File: src/rtl/redund_pkg.sv
package redund_pkg;

    typedef enum logic {
        ROLE_CHECKER = 1'b0,
        ROLE_MASTER  = 1'b1
    } role_e;

    function automatic role_e decode_strap(input logic strap);
        return strap ? ROLE_MASTER : ROLE_CHECKER;
    endfunction

endpackage

File: src/rtl/redund_role_latch.sv
module redund_role_latch
    import redund_pkg::*;
(
    input  logic  clk,
    input  logic  rst,
    input  logic  strap_i,
    output role_e role_o
);
    // Loaded only while reset is held; otherwise the role never moves.
    always_ff @(posedge clk) begin
        if (rst) begin
            role_o <= decode_strap(strap_i);
        end
    end
endmodule

File: src/rtl/redund_pad_gate.sv
module redund_pad_gate
    import redund_pkg::*;
#(
    parameter int W = 8
) (
    input  role_e          role_i,
    input  logic [W-1:0]   core_out_i,
    input  logic [W-1:0]   core_oe_i,
    output logic [W-1:0]   pad_out_o,
    output logic [W-1:0]   pad_oe_o
);
    logic drive_en;
    assign drive_en = (role_i == ROLE_MASTER);

    for (genvar i = 0; i < W; i++) begin : g_bit
        assign pad_out_o[i] = core_out_i[i];
        assign pad_oe_o[i]  = drive_en & core_oe_i[i];
    end
endmodule

File: src/rtl/redund_compare.sv
module redund_compare
    import redund_pkg::*;
#(
    parameter int W = 8
) (
    input  logic           clk,
    input  logic           rst,
    input  role_e          role_i,
    input  logic [W-1:0]   core_out_i,
    input  logic [W-1:0]   core_oe_i,
    input  logic [W-1:0]   pad_in_i,
    output logic           err_o
);
    logic [W-1:0] diff;
    logic         hit;

    // Only enabled bits take part in the comparison.
    for (genvar i = 0; i < W; i++) begin : g_cmp
        assign diff[i] = core_oe_i[i] & (core_out_i[i] ^ pad_in_i[i]);
    end

    assign hit = (role_i == ROLE_CHECKER) && (|diff);

    always_ff @(posedge clk) begin
        if (rst) begin
            err_o <= 1'b0;
        end else begin
            err_o <= err_o | hit;
        end
    end
endmodule

File: src/rtl/redund_cmp.sv
module redund_cmp
    import redund_pkg::*;
#(
    parameter int W = 8
) (
    input  logic          clk,
    input  logic          rst,
    input  logic          role_strap_i,
    input  logic [W-1:0]  core_out_i,
    input  logic [W-1:0]  core_oe_i,
    input  logic [W-1:0]  pad_in_i,
    input  logic          core_tdo_i,
    input  logic          core_tdo_oe_i,
    output logic [W-1:0]  pad_out_o,
    output logic [W-1:0]  pad_oe_o,
    output logic          tdo_o,
    output logic          tdo_oe_o,
    output logic          ierr_o,
    output logic          ierr_oe_o
);
    role_e role;

    redund_role_latch u_role (
        .clk     (clk),
        .rst     (rst),
        .strap_i (role_strap_i),
        .role_o  (role)
    );

    redund_pad_gate #(.W(W)) u_gate (
        .role_i     (role),
        .core_out_i (core_out_i),
        .core_oe_i  (core_oe_i),
        .pad_out_o  (pad_out_o),
        .pad_oe_o   (pad_oe_o)
    );

    redund_compare #(.W(W)) u_cmp (
        .clk        (clk),
        .rst        (rst),
        .role_i     (role),
        .core_out_i (core_out_i),
        .core_oe_i  (core_oe_i),
        .pad_in_i   (pad_in_i),
        .err_o      (ierr_o)
    );

    // The reporting pins stay live in both roles.
    assign tdo_o     = core_tdo_i;
    assign tdo_oe_o  = core_tdo_oe_i;
    assign ierr_oe_o = 1'b1;
endmodule

File: config.mk
export PLATFORM = sky130hd
export DESIGN_NAME = redund_cmp
export DESIGN_NICKNAME = d
export VERILOG_FILES = /design/src/rtl/redund_pkg.sv /design/src/rtl/redund_role_latch.sv /design/src/rtl/redund_pad_gate.sv /design/src/rtl/redund_compare.sv /design/src/rtl/redund_cmp.sv
export SDC_FILE = /design/constraint.sdc
export NUM_CORES = 1
export LEC_CHECK = 0
export ABC_AREA = 1
export BUFFER_PORTS_ARGS = -buffer_cell sky130_fd_sc_hd__buf_2
export CAP_MARGIN = 20
export CORE_MARGIN = 5
export CORE_UTILIZATION = 24
export CTS_CLUSTER_SIZE = 20
export DETAILED_ROUTE_END_ITERATION = 8
export HOLD_SLACK_MARGIN = 0.06
export PLACE_DENSITY = 0.73
export SLEW_MARGIN = 10
export SYNTH_ARGS = -nofsm -noshare
export SYNTH_HDL_FRONTEND = slang
export SYNTH_SLANG_ARGS = --single-unit
File: constraint.sdc
create_clock -name clk -period 1.06 [get_ports clk]
set_clock_uncertainty 0.15 [all_clocks]
set_input_delay 0.159 -clock clk [delete_from_list [all_inputs] [get_ports clk]]
set_output_delay 0.159 -clock clk [all_outputs]
set_load 0.01 [all_outputs]
# After elaboration in Yosys (flattened, before gate mapping)
# Cells that the tools add are included.
op_classes:
  muxes: 1
  n_bitwise: 26
  n_reduce_logical: 2
ops:
  columns: ["operator", "count"]
  rows:
  - ["bitwise AND 1 bit", 16]
  - ["OR reduction 8 bit", 1]
  - ["bitwise XOR 1 bit", 8]
  - ["logical AND 1 bit", 1]
  - ["2-to-1 mux 1 bit", 1]
  - ["NOT 1 bit", 1]
  - ["bitwise OR 1 bit", 1]
word_totals:
  reg_bits: 2
  in_bits: 29
  out_inout_bits: 20
  wordCells: 31

# Depth between registers and ports, before layout
logic_depth:
  ltp_word: 5
  mapped_depth: 8
  ltp_nobuf: 8

# Hierarchy
# From an unflattened synthesis, not the netlist that was laid out.
hier_totals:
  hier_cells: 82
  hier_area_um2: 407.9
modules_own_cells:
  columns: ["mod", "n_inst", "cells_per_inst", "area_per_inst_um2"]
  rows:
  - ["redund_compare", 1, 52, 226.5]
  - ["redund_pad_gate", 1, 25, 125.1]
  - ["redund_role_latch", 1, 1, 30.0]
  - ["redund_cmp", 1, 4, 26.3]

# Least setup slack after synthesis
# No wires, ideal clock.
synth_timing:
  path_type: "flip-flop to output port"
  from: "register u_role.role_o"
  to: "output port pad_oe_o[2]"
  arrival_time_ns: 0.607
  setup_slack_ns: 0.144
  stages_incl_launch_ff: 4
  path_buffers: 1
  path_cell_list: "edfxtp_1 > buf_2 > nand2_1 > inv_1"
synth_between:
  elab_chain_len: 1
synth_lines:
  columns: ["item", "line_no", "rtl"]
  rows:
  - ["from (decl)", "redund_role_latch.sv:7", "output role_e role_o"]
  - ["from (signal assigned)", "redund_role_latch.sv:12", "role_o <= decode_strap(strap_i);"]
  - ["bitwise AND 1 bit", "redund_pad_gate.sv:17", "assign pad_oe_o[i] = drive_en & core_oe_i[i];"]
  - ["to (decl)", "redund_cmp.sv:15", "output logic [W-1:0] pad_oe_o,"]
# Every way passes these cells.

# Final worst setup path
# Same ends and word-level chain as after synthesis.

==> run metrics <==
GRT Overall Usage=8.910%; most common cell after layout, fill and taps aside=buf_2; Setup-failing EPs final=8; #FFs+latches synth=2; clock sinks=2; wire length per cell=8.307 um; Area after DPL=555.5 um2; total negative setup slack=-1.823 ns; Post-route DRC=0; Die Width=51.23 um; # rows=14; most frequent cells in the layout=buf_2 (39), nand2_1 (25), inv_1 (21); Peak supply drop=889.6 uV; WL final=1.138 mm; Min-Delay Startpoint=core_tdo_oe_i; Cells after Synth=82; die area=2624 um2; run status=finished with violations; first-pass detailed-route iteration total=2; CP Max Fanout=4; Hold EP=tdo_oe_o; Netlist Area Pre-Place=407.9 um2; Finished Cell Area=663.1 um2; RSZ-0062 raised after global routing=yes; register area share after synthesis=12.27%; setup ws final=-0.2465 ns; syn_area_per_cell=4.974 um2; FF-to-FF setup slack=0.08 ns; Syn Nets=111; Initial Utilization=26.16%; worst r2r src=u_role.role_o; largest net degree at the start of global routing=6; power per cell area=788.3 nW/um2; Slowest-stage cell, CP=edfxtp_1; Worst setup EP type=primary output; # H-tree levels=1; Multi-input gate area=190.2 um2; WHS=0.1680 ns; GP Congestion=0.6782; crit-path max cell delay=0.39 ns; initial DRC count=5; Final ANT Viol Nets=0; total chip power=0.0005227 W; initial antenna violation count=0; reg2reg end=u_cmp.err_o; CTS buffer count=3; Die Ht=51.23 um; crit path cell chain=buf_4 > nand2_1 > inv_1 > buf_2; Final Cycle Share=123.3%; CP delay by family, top=flip-flops; total congestion overflow=0; reg2reg path depth=4; CORE AREA=1559 um2; maximum clock rate=765.4 MHz; area grow syn2layout=62.58%; vias in the first global route=502; layout cell share with drive strength beyond 1=48.76%; I/O Buffers=43; clock latency on the worst-skew pair=0.23 ns; critical path class=reg2out; worst hold path type=in2out; leak pwr=0.4872 nW; via count=547; Filler Cell Count=153; clock-pin slew on the worst setup and hold paths=0.04 ns; Critical Path RT=0.75 ns; Final HPWL DP=965.3 um; warnings from Yosys=0; Root Buffer=clkbuf_4; storage element area=50.05 um2; placed cells=129; maxcap violations=0; CP startpoint kind=register; first-pass GRT wire length=1.821 mm; minimum clock period=1.307 ns; final non-filler cell total=137; nets@finish=151; post-synthesis cell type count=10; clk buf depth=2; crit path DAT=1.00 ns; CTS tree=built; WP buf/inv=3; vias per cell=3.993; Final Hold Viols=0; fin. max-slew vios=0; n_diodes=0; hold path depth=0; failing checks=setup timing; io pins=49
[cell type report]
class / instances / share of cell area, %
inverters: 26 / 14.72
well taps: 16 / 3.019
flip-flops and latches: 2 / 7.547
repair buffers: 47 / 42.08
clock buffers: 4 / 3.962
multi-input cells: 42 / 28.68
[cell usage after synthesis]
master,n,area share [%]
inv_1,26,24
buf_4,11,20
buf_2,1,1.2
dfxtp_1,1,4.9
nor2_1,2,1.8
nand2_1,30,28
conb_1,1,0.92
nand3_1,8,9.8
edfxtp_1,1,7.4
a21oi_2,1,2.1
[through the flow]
stage | setup slack (ns) | util [%]
final | -0.2465 | 42.54
after global routing | -0.3032 | 42.54
after CTS | -0.2480 | 39.41
after detailed placement | -0.06480 | 35.63
after global placement | -0.04728 | 35.63
after floorplan | 0.1442 | -
[routing by layer]
layer / global-route usage, % / share of wire, %
met1: 9.408 / 37
met2: 16.09 / 50
met3: 2.907 / 14
met4: 3.930 / 0
met5: 0 / 0
[power breakdown]
| group | switching [W] | total [W] | internal (W) |
|---|---|---|---|
| Sequential | 0.00000330 | 0.0000923 | 0.0000890 |
| Combinational | 0.000120 | 0.000240 | 0.000121 |
| Clock | 0.0000498 | 0.000190 | 0.000140 |
| Total | 0.000173 | 0.000523 | 0.000350 |
[cells by family after synthesis]
logic type / count (synthesis) / synth area share [%]
buffers and inverters: 38 / 45.40
flip-flops: 2 / 12.27
other: 1 / 0.9194
AO/OA/AOI/OAI: 1 / 2.148
AND/OR/NAND/NOR: 40 / 39.27
[worst reg2reg max path, stage by stage (launching register included)]
cell	delay, ns
edfxtp_1	0.39
buf_4	0.17
inv_1	0.05
nand2_1	0.05
a21oi_2	0.10
[worst max-delay path by stage]
stage | from | endpoint | slack, ns | cells past startpoint
after floorplan | u_role.role_o | pad_oe_o[2] | 0.14 | 3
final | u_role.role_o | pad_oe_o[2] | -0.25 | 4
after global placement | u_role.role_o | pad_oe_o[6] | -0.05 | 3
after detailed placement | u_role.role_o | pad_oe_o[6] | -0.06 | 3
after CTS | u_role.role_o | pad_oe_o[6] | -0.25 | 4
after global routing | u_role.role_o | pad_oe_o[1] | -0.30 | 4
[state kept, by name (all words and copies together) (netlist names)]
register,flops
u_cmp.err_o,1
u_role.role_o,1
[repair_timing]
action | 4_1_cts | 5_1_grt
hold endpoints to repair | 3 | 0
resized for setup | 1 | 17
setup buffers | 2 | 0
setup endpoints to repair | 8 | 8
gates cloned | 0 | 0
hold buffers | 2 | 0
pin swaps | 0 | 3
(Power assumes the default switching activity.)
